$ cat src/rtl/scl_div_pkg.sv
package scl_div_pkg;
  typedef enum logic [1:0] {PH_IDLE, PH_LOW, PH_HIGH} phase_t;

  function automatic int cdf_width(input int gen);
    return (gen != 0) ? 3 : 2;
  endfunction
endpackage

$ cat src/rtl/scl_prescaler.sv
module scl_prescaler #(
  parameter int CDF_W = 3
) (
  input  logic             clk,
  input  logic             rst,
  input  logic             en,
  input  logic [CDF_W-1:0] cdf,
  output logic             tick
);
  logic [CDF_W-1:0] cnt;

  always_ff @(posedge clk) begin
    if (rst || !en) begin
      cnt  <= '0;
      tick <= 1'b0;
    end else if (cnt == cdf) begin
      cnt  <= '0;
      tick <= 1'b1;
    end else begin
      cnt  <= cnt + 1'b1;
      tick <= 1'b0;
    end
  end
endmodule

$ cat src/rtl/scl_period_calc.sv
module scl_period_calc #(
  parameter int SCGD_W = 6,
  parameter int RW     = 8,
  parameter int PW     = 11
) (
  input  logic [SCGD_W-1:0] scgd,
  input  logic [RW-1:0]     comp,
  output logic [PW-1:0]     low_len,
  output logic [PW-1:0]     high_len
);
  localparam int BASE_TICKS = 20;
  logic [PW-1:0] period;

  always_comb begin
    period   = PW'(BASE_TICKS) + (PW'(scgd) << 3) + PW'(comp);
    low_len  = (period + 1'b1) >> 1;
    high_len = period >> 1;
  end
endmodule

$ cat src/rtl/scl_phase_seq.sv
module scl_phase_seq
  import scl_div_pkg::*;
#(
  parameter int PW = 11
) (
  input  logic          clk,
  input  logic          rst,
  input  logic          en,
  input  logic          tick,
  input  logic          scl_in,
  input  logic [PW-1:0] low_len,
  input  logic [PW-1:0] high_len,
  output logic          ph_low,
  output logic          ph_high,
  output logic          scl_low_o
);
  phase_t        state;
  logic [PW-1:0] cnt;

  always_ff @(posedge clk) begin
    if (rst || !en) begin
      state     <= PH_IDLE;
      cnt       <= '0;
      ph_low    <= 1'b0;
      ph_high   <= 1'b0;
      scl_low_o <= 1'b0;
    end else begin
      ph_low  <= 1'b0;
      ph_high <= 1'b0;
      case (state)
        PH_IDLE: begin
          state     <= PH_LOW;
          cnt       <= '0;
          scl_low_o <= 1'b1;
          ph_low    <= 1'b1;
        end
        PH_LOW: begin
          if (tick) begin
            if (cnt == low_len - 1'b1) begin
              state     <= PH_HIGH;
              cnt       <= '0;
              scl_low_o <= 1'b0;
              ph_high   <= 1'b1;
            end else begin
              cnt <= cnt + 1'b1;
            end
          end
        end
        PH_HIGH: begin
          if (tick && scl_in) begin
            if (cnt == high_len - 1'b1) begin
              state     <= PH_LOW;
              cnt       <= '0;
              scl_low_o <= 1'b1;
              ph_low    <= 1'b1;
            end else begin
              cnt <= cnt + 1'b1;
            end
          end
        end
        default: state <= PH_IDLE;
      endcase
    end
  end
endmodule

$ cat src/rtl/scl_rate_gen.sv
module scl_rate_gen #(
  parameter int GEN    = 1,
  parameter int RW     = 8,
  parameter int SCGD_W = 6,
  localparam int CDF_W = scl_div_pkg::cdf_width(GEN),
  localparam int CFG_W = CDF_W + SCGD_W
) (
  input  logic             clk,
  input  logic             rst,
  input  logic             en,
  input  logic [CFG_W-1:0] cfg_word,
  input  logic [RW-1:0]    comp,
  input  logic             scl_in,
  output logic             tick,
  output logic             ph_low,
  output logic             ph_high,
  output logic             scl_low_o
);
  localparam int MAX_P = 20 + 8 * ((1 << SCGD_W) - 1) + (1 << RW);
  localparam int PW    = $clog2(MAX_P) + 1;

  logic [CDF_W-1:0]  cdf;
  logic [SCGD_W-1:0] scgd;
  logic [PW-1:0]     low_len;
  logic [PW-1:0]     high_len;

  assign cdf  = cfg_word[CDF_W-1:0];
  assign scgd = cfg_word[CFG_W-1:CDF_W];

  scl_prescaler #(.CDF_W(CDF_W)) u_pre (
    .clk(clk), .rst(rst), .en(en), .cdf(cdf), .tick(tick)
  );

  scl_period_calc #(.SCGD_W(SCGD_W), .RW(RW), .PW(PW)) u_calc (
    .scgd(scgd), .comp(comp), .low_len(low_len), .high_len(high_len)
  );

  scl_phase_seq #(.PW(PW)) u_seq (
    .clk(clk), .rst(rst), .en(en), .tick(tick), .scl_in(scl_in),
    .low_len(low_len), .high_len(high_len),
    .ph_low(ph_low), .ph_high(ph_high), .scl_low_o(scl_low_o)
  );
endmodule

$ cat config.mk
export PLATFORM = sky130hd
export DESIGN_NAME = scl_rate_gen
export DESIGN_NICKNAME = d
export VERILOG_FILES = /design/src/rtl/scl_div_pkg.sv /design/src/rtl/scl_prescaler.sv /design/src/rtl/scl_period_calc.sv /design/src/rtl/scl_phase_seq.sv /design/src/rtl/scl_rate_gen.sv
export SDC_FILE = /design/constraint.sdc
export NUM_CORES = 1
export LEC_CHECK = 0
export BUFFER_PORTS_ARGS = -buffer_cell sky130_fd_sc_hd__buf_4
export CORE_ASPECT_RATIO = 0.8
export CORE_MARGIN = 4
export CORE_UTILIZATION = 60
export DETAILED_ROUTE_END_ITERATION = 10
export PLACE_DENSITY_LB_ADDON = 0.3
export SLEW_MARGIN = 20
export SYNTH_ARGS = -nofsm -noshare
export SYNTH_HDL_FRONTEND = slang
export SYNTH_SLANG_ARGS = --single-unit
$ cat constraint.sdc
create_clock -name clk -period 4.9 [get_ports clk]
set_clock_uncertainty 0.1 [all_clocks]
set_input_delay 0.49 -clock clk [delete_from_list [all_inputs] [get_ports clk]]
set_output_delay 0.49 -clock clk [all_outputs]
set_load 0.005 [all_outputs]
# Word-level counts from Yosys, hierarchy flattened
# Index checks and enable logic that the tools add are counted.
# op_classes
add_sub_neg	7
mul	0
n_div	0
magnitude_cmp	0
n_eq_ne	9
shifts	0
mux	20
bitwise_logic	2
reduce_logical	10
# ops
operator	count
11-bit two-way mux	4
11-bit case mux with 3 select lines	1
11-bit by 1-bit adder with 11-bit output (second input constant)	2
11-bit == test	2
10-bit by 1-bit subtractor with 11-bit output (second input constant)	2
11-bit by 8-bit adder with 11-bit output	1
5-bit by 9-bit adder with 10-bit output (first input constant)	1
1-bit two-way mux	8
2-bit two-way mux	4
2-bit by 1-bit inequality test with 1-bit output (second input constant)	3
2-bit case mux with 3 select lines	1
5-bit AND reduction	1
4-bit AND reduction	1
3-bit by 1-bit adder with 3-bit output (second input constant)	1
3-bit == test	1
1-bit case mux with 3 select lines	1
3-bit AND reduction	1
3-bit nonzero test	1
3-bit OR reduction	1
2-bit by 1-bit == test with 1-bit output (second input constant)	1
2-bit == test (second input constant)	1
2-bit zero test	1
2-bit inequality test (second input constant)	1
1-bit NOT	2
other kinds (5)	5
# totals
register_bits	20
latchBits	0
ram_bits	0
mem_bits_ro	0
inputBits	21
output_inout_bits	4
elab_cells	55
n_memories	0

# Depth between registers and ports, before layout
# Gate-level depths: netlist of run 1.
# depth
word_depth	8
mapped_depth	16

# Modules after synthesis
# A second synthesis of run 1 with hierarchy kept.
# unflattened
hier_cells	315
area_unflattened_um2	2462.4
# modules_own_cells
module	instances	cells_each	area_each_um2	seq_area_each_um2
scl_phase_seq	1	236	1760.4	320.3
scl_period_calc	1	64	528.0	0.0
scl_prescaler	1	15	173.9	80.1

# Worst setup path after synthesis of run 1
# OpenSTA, ideal clock, no wires.
# synth_timing
kind	input port to flip-flop
startpoint	in cfg_word[4]
endpoint	reg u_seq.scl_low_o
t_arrival_ns	3.837
setup_slack_ns	0.831
cell_stages	15
path_buffers	2
cell_sequence	ha_1 xor2_1 ha_1 buf_2 a21o_1 a31o_1 or3_1 and2_1 or3_1 xnor2_1 a211o_1 o31a_1 buf_2 o31ai_1 a21oi_1
# synth_via
elab_chain_cells	7
word_cells_on_any_way	10
# synth_rtl
item	line	source
start: declaration	scl_rate_gen.sv:11	input logic [CFG_W-1:0] cfg_word,
5-bit by 9-bit adder with 10-bit output *	scl_period_calc.sv:15	period = PW'(BASE_TICKS) + (PW'(scgd) << 3) + PW'(comp);
11-bit by 8-bit adder with 11-bit output *	scl_period_calc.sv:15	
11-bit by 1-bit adder with 11-bit output	scl_period_calc.sv:16	low_len = (period + 1'b1) >> 1;
10-bit by 1-bit subtractor with 11-bit output	scl_phase_seq.sv:39	if (cnt == low_len - 1'b1) begin
11-bit == test	scl_phase_seq.sv:39	
2-bit by 1-bit inequality test with 1-bit output (no source line)	--	
5-bit AND reduction (no source line) *	--	
end signal: assignment	scl_phase_seq.sv:34	scl_low_o <= 1'b1;
end signal: assignment	scl_phase_seq.sv:42	scl_low_o <= 1'b0;
end signal: assignment	scl_phase_seq.sv:54	scl_low_o <= 1'b1;
end: declaration	scl_phase_seq.sv:15	output logic scl_low_o
# Mark *: on every way between the ends. The rest lies on a longest branch, timed or not.
# A chain may end at the register's enable or synchronous reset.

# Worst setup path in the final report of run 1
# layout_timing
startpoint	in cfg_word[4]
endpoint	reg u_seq.cnt[0]
# layout_via
elab_chain_cells	8
word_cells_on_any_way	12
# layout_rtl
item	line	source
5-bit by 9-bit adder with 10-bit output *	scl_period_calc.sv:15	
11-bit by 8-bit adder with 11-bit output *	scl_period_calc.sv:15	
11-bit by 1-bit adder with 11-bit output	scl_period_calc.sv:16	
10-bit by 1-bit subtractor with 11-bit output	scl_phase_seq.sv:39	
11-bit == test	scl_phase_seq.sv:39	
11-bit two-way mux	scl_phase_seq.sv:39	
11-bit two-way mux	scl_phase_seq.sv:38	if (tick) begin
11-bit case mux with 3 select lines *	scl_phase_seq.sv:30	case (state)
end signal: assignment	scl_phase_seq.sv:45	cnt <= cnt + 1'b1;
end signal: assignment	scl_phase_seq.sv:57	cnt <= cnt + 1'b1;
end: declaration	scl_phase_seq.sv:18	logic [PW-1:0] cnt;
# Mark *: on every way between the ends. The rest lies on a longest branch, timed or not. The select of a mux whose other input is x is not followed.

==> impl_metrics.csv, run 1 <==
group,metric,value,unit
routing,drc,0,
global_routing,first_global_vias,2113,
synthesis,yosysSeqAreaShare,16.01,%
timing,relSlewSlack,53.81,%
power,powerDensity,205.0,mW/mm2
clocking,cts.sinks,20,
finish,layout-drive-gt1-share,18.46,%
status,status,"finished clean",
synthesis,syn-num-nets,348,
routing,drtPass1Iterations,4,
global_routing,track_usage,22.53,%
synthesis,synth-seq-cells,20,
critical_path,worstSetupPathType,"primary input to flop",
finish,postLayoutCoreUtil,70.51,%
die,rows,20,
synthesis,synth-edff-count,0,
critical_path,endpoint_kind,"flop",
hold_path,hold_class,"flop to flop",
power,power,564.3,uW
finish,nets,366,
timing,min_period,4.387,ns
synthesis,synth.distinct_cells,67,
timing,fin_setup_tns,0,ns
critical_path,cp.arrival,4.47,ns
clocking,clk_pin_slew_worst_paths,0.08,ns
global_routing,overflow,0,
synthesis,syn_inst,308,
timing,hold_violations,0,
die,die_h,65.75,um
clocking,cts_setup_buffers,0,
timing,tightest_slew,0.6914,ns
die,start_util,64.07,%
synthesis,avgSynthCellArea,8.121,um2
clocking,cts_tree,"done",
synthesis,synth_top_area_share,16.01,%
die,ios,25,
global_routing,grt_max_degree,21,
global_routing,antenna_found_initial,0,
synthesis,synth_area_leaders,"dfxtp_1 16%, xnor2_1 12%, ha_1 9.0%",
routing,drtIter0Drc,191,
routing,vias,2226,
placement,portBuffers,24,
die,dieWidth,80.19,um
power,leakagePower,0.001046,uW
routing,postRouteAntennaNets,0,
finish,fin_area,0.002753,mm2
synthesis,synthFlopType,"dfxtp_1",
global_routing,grt_pass1_wl,9528,um
clocking,cts_root_buf,"clkbuf_8",
critical_path,critPathMaxFanout,11,
routing,avgRoutedWirePerCell,14.68,um
routing,via_per_inst,5.858,
hold_path,hp-start,"u_pre.cnt[0]",
clocking,clkLatencyLatePin,0.26,ns
synthesis,syn-cell-area,0.002501,mm2
finish,antenna_cells,0,
finish,syn2layout_area_growth,10.06,%
critical_path,startpoint,"cfg_word[4]",
die,core_area,0.003904,mm2
die,dieArea,0.005272,mm2
clocking,htreeDepth,1,
synthesis,ys_async_sr_fraction,0,%
placement,dpl-instance-area,0.002698,mm2
timing,rsz0062_at_grt,"false",
critical_path,worst_setup_path_start_kind,"primary input",
routing,wirelength,5578,um
clocking,clock_path_buffers,2,
critical_path,crit_required,4.98,ns
synthesis,yosys.area.top_type,"dfxtp_1",
synthesis,synth_commonest_cells,"34 x xnor2_1, 23 x nand2_1, 22 x nand3_1",
timing,max_freq,0.2280,GHz
synthesis,yosysMostFrequentCell,"xnor2_1",
clocking,cts_buffers,3,
timing,fin_crit_sh,89.52,%
power,vdd_drop_max,0.1173,mV
placement,routabilityCongestion,0.8720,
critical_path,rr_startpoint,"u_seq.cnt[2]",
clocking,cts-resized-gates,0,
clocking,hold_buffers,0,
placement,hpwl,4489,um
synthesis,ys_warn_count,0,
job,drv_cap,0,
timing,maxSlewViolCount,0,
timing,setup_viol,0,
## area by class of cell
class,count,area (um2)
clock buffers,4,55.05
fillers,363,1151
inverters,15,56.30
multi-input cells,262,1992
flip-flops and latches,20,400.4
well taps,55,68.82
repair buffers,24,180.2
## worst paths after layout
check | cells after the start | to | slack (ns)
setup / recovery | 15 | u_seq.cnt[0] | 0.51
hold / removal | 1 | u_pre.cnt[0] | 0.37
setup reg to reg | 9 | u_seq.cnt[10] | 2.05
hold reg to reg | 1 | u_pre.cnt[0] | 0.37
## metal layers
metal	part of all wire [%]	GRT usage, %	up-vias
met1	51	34.56	1003
met4	0.48	2.532	0
met5	0	0	-
met3	5.6	3.425	6
met2	43	33.99	59
li1	-	-	1158
## metrics by stage
stage                     worst slack (ns)  hold WS [ns]  cells
after floorplan                     0.8308        0.3290    308
after global placement              0.4283        0.3454    376
after detailed placement            0.3031        0.3622    376
after CTS                           0.5772        0.3768    380
after global routing                0.2123        0.4058    380
final                               0.5134        0.3735    380
## cell usage in the layout (no fill, tap or decap), types with 5 or more instances in the layout
| master | synthesis | layout |
|---|---|---|
| and3_1 | 5 | 5 |
| nor3_1 | 7 | 7 |
| xor2_1 | 11 | 11 |
| nand2_1 | 23 | 23 |
| nand3_1 | 22 | 22 |
| ha_1 | 18 | 18 |
| nor2_1 | 17 | 17 |
| dfxtp_1 | 20 | 20 |
| o221ai_2 | 7 | 7 |
| inv_1 | 15 | 15 |
| buf_4 | 0 | 24 |
| xnor2_1 | 34 | 34 |
| and2_1 | 11 | 11 |
| or2_2 | 6 | 6 |
| o21ai_0 | 6 | 6 |
| a21oi_1 | 15 | 15 |
## registers in the layout (all words and copies together) (netlist names)
register,flops
u_pre.cnt,3
u_pre.tick,1
u_seq.cnt,11
u_seq.ph_high,1
u_seq.ph_low,1
u_seq.scl_low_o,1
u_seq.state,2
## kinds of logic (layout without fill, tap and decap cells)
kind of cell | after synthesis | count (layout) | share of synthesized area (%)
fa+ha+maj | 19 | 19 | 9.805
simple gates | 119 | 119 | 26.41
buf+inv | 26 | 43 | 4.352
mux | 3 | 3 | 1.201
flops | 20 | 20 | 16.01
xor+xnor | 48 | 48 | 17.96
compound gates | 73 | 73 | 24.26
## report_power, final
group / internal (uW) / leakage [uW] / switching [uW] / total (uW)
Combinational: 115 / 0.000855 / 153 / 268
Clock: 71.6 / 0.0000288 / 56.5 / 128
Sequential: 166 / 0.000162 / 2.76 / 168
## critical path, cell delays in order
cell,delay [ns]
buf_4,0.12
ha_1,0.23
xor2_1,0.17
ha_1,0.39
a21o_1,0.21
a31o_1,0.19
or3_1,0.40
and2_1,0.22
a31oi_1,0.31
or2_2,0.20
mux2i_1,0.07
a311oi_1,0.38
o41a_1,0.64
o211ai_1,0.23
o31ai_1,0.22
Note: power is estimated with default switching activity, not from simulation.
==> run 2: changes to the inputs <==
CORE_ASPECT_RATIO = 0.5   (was 0.8)
==> run 2 against run 1 <==
Net effect:
- clock power is 16% lower
- flip-flop and latch count unchanged
- fmax is essentially flat
==> impl_metrics.csv, run 2 (synthesized netlist as in run 1, its figures left out) <==
group,metric,value,unit
status,status,"finished clean",
power,powerDensity,201.5,mW/mm2
die,dieWidth,99.31,um
timing,fin_setup_tns,0,ns
hold_path,hold_class,"flop to flop",
clocking,cts.sinks,20,
routing,postRouteAntennaNets,0,
power,leakagePower,0.001039,uW
critical_path,crit_chain,"buf_4, ha_1, xor2_1, ha_1, a21o_1, a31o_1, or3_1, and2_1, or3_1, xnor2_1, a211o_1, nor4_1, nor2_1, o211ai_2, o41ai_2",
finish,postLayoutCoreUtil,69.07,%
routing,via_per_inst,6.122,
routing,vias,2314,
die,ios,25,
placement,routabilityCongestion,0.8821,
die,rows,16,
timing,hold_violations,0,
placement,pre_cts_slack,0.2912,ns
clocking,cts_buffers,3,
global_routing,grt_max_degree,21,
global_routing,overflow,0,
die,dieArea,0.005328,mm2
critical_path,timing.critical_path.buf_inv,1,
routing,drc,0,
clocking,htreeDepth,1,
finish,top_register,"u_seq.cnt",
global_routing,grt_pass1_wl,9977,um
critical_path,max_stage_delay,0.54,ns
global_routing,first_global_vias,2201,
critical_path,cp.arrival,4.41,ns
timing,max_freq,0.2279,GHz
clocking,clock_path_buffers,2,
placement,dpl.cell_count,375,
routing,avgRoutedWirePerCell,15.80,um
timing,relSlewSlack,55.34,%
timing,fin_crit_sh,89.54,%
global_routing,track_usage,23.16,%
finish,largest_register_ffs,11,
critical_path,rrSetupSlack,2.10,ns
finish,layout_common_cells,"34 x xnor2_1, 24 x buf_4, 23 x nand2_1, 22 x nand3_1, 20 x dfxtp_1",
clocking,hold_buffers,0,
global_routing,antenna_found_initial,0,
die,core_area,0.003964,mm2
die,start_util,63.10,%
routing,drtPass1Iterations,4,
critical_path,endpoint_kind,"flop",
finish,reg_top3,"u_seq.cnt x11, u_pre.cnt x3, u_seq.state x2",
placement,hpwl,4616,um
timing,setup_ws,0.5127,ns
timing,min_period,4.387,ns
critical_path,cpMaxStageDelayCell,"nor4_1",
finish,stdcell_count,378,
routing,drtIter0Drc,89,
finish,syn2layout_area_growth,9.455,%
finish,nets,366,
placement,portBuffers,24,
timing,setup_viol,0,
routing,wirelength,5972,um
timing,maxSlewViolCount,0,
clocking,cts_setup_buffers,0,
clocking,clkLatencyLatePin,0.26,ns
finish,fillers,353,
finish,antenna_cells,0,
critical_path,crit_family,"simple AND/OR/NAND/NOR gates",
clocking,clk_pin_slew_worst_paths,0.07,ns
critical_path,critPathMaxFanout,7,
clocking,cts_tree,"done",
die,die_h,53.66,um
critical_path,crit_required,4.92,ns
finish,layout_commonest_cell,"xnor2_1",
critical_path,worst_setup_path_start_kind,"primary input",
finish,layout-drive-gt1-share,18.21,%
critical_path,worstSetupPathType,"primary input to flop",
timing,rsz0062_at_grt,"false",
clocking,cts_root_buf,"clkbuf_8",
job,drv_cap,0,
timing,tightest_slew,0.6699,ns
clocking,cts-resized-gates,0,
power,vdd_drop_max,0.1788,mV
run 2: worst reg2reg max path, stage by stage, from the launching register on:
cell      delay (ns)
dfxtp_1         0.45
xor2_1          0.29
xnor2_1         0.11
nor4_1          0.28
nand3_1         0.12
a211o_1         0.26
nor4_1          0.54
nor2_1          0.21
o211ai_2        0.22
o41ai_2         0.09
run 2: metal layers:
layer | part of all wire [%] | global-route usage (%) | up-vias | wire length [um]
met3 | 6.2 | 4.916 | 6 | 369
met1 | 46 | 28.40 | 1092 | 2732
met2 | 47 | 43.11 | 70 | 2818
met5 | 0 | 0 | - | 0
met4 | 0.85 | 4.535 | 0 | 51
li1 | - | - | 1146 | -
run 2: cell type report:
type / count / area [um2] / share of cell area, %
inverter: 15 / 56.30 / 2.057
tap: 54 / 67.56 / 2.468
timing repair buffer: 24 / 180.2 / 6.581
clock buffer: 3 / 41.29 / 1.508
multi-input combinational: 262 / 1992 / 72.76
sequential: 20 / 400.4 / 14.63
run 2: final timing paths:
kind	from	end	depth (start not counted)
hold / removal	u_pre.cnt[0]	u_pre.cnt[0]	1
setup reg to reg	u_seq.cnt[2]	u_seq.state[0]	9
setup / recovery	cfg_word[4]	u_seq.state[0]	15
hold reg to reg	u_pre.cnt[0]	u_pre.cnt[0]	1
run 2: where the power goes:
part           switching [uW]  internal [uW]
logic                     160            115
clock network            53.0           54.8
registers                2.88            166
run 2: metrics by stage:
stage	hold slack, ns	instance area, um2	power (uW)
3_3_place_gp	0.3510	2696	431.5
4_1_cts	0.3895	2738	547.9
3_5_place_dp	0.3725	2696	441.2
5_1_grt	0.4176	2738	585.0
6_report	0.3816	2738	551.6
2_1_floorplan	0.3290	2501	384.7
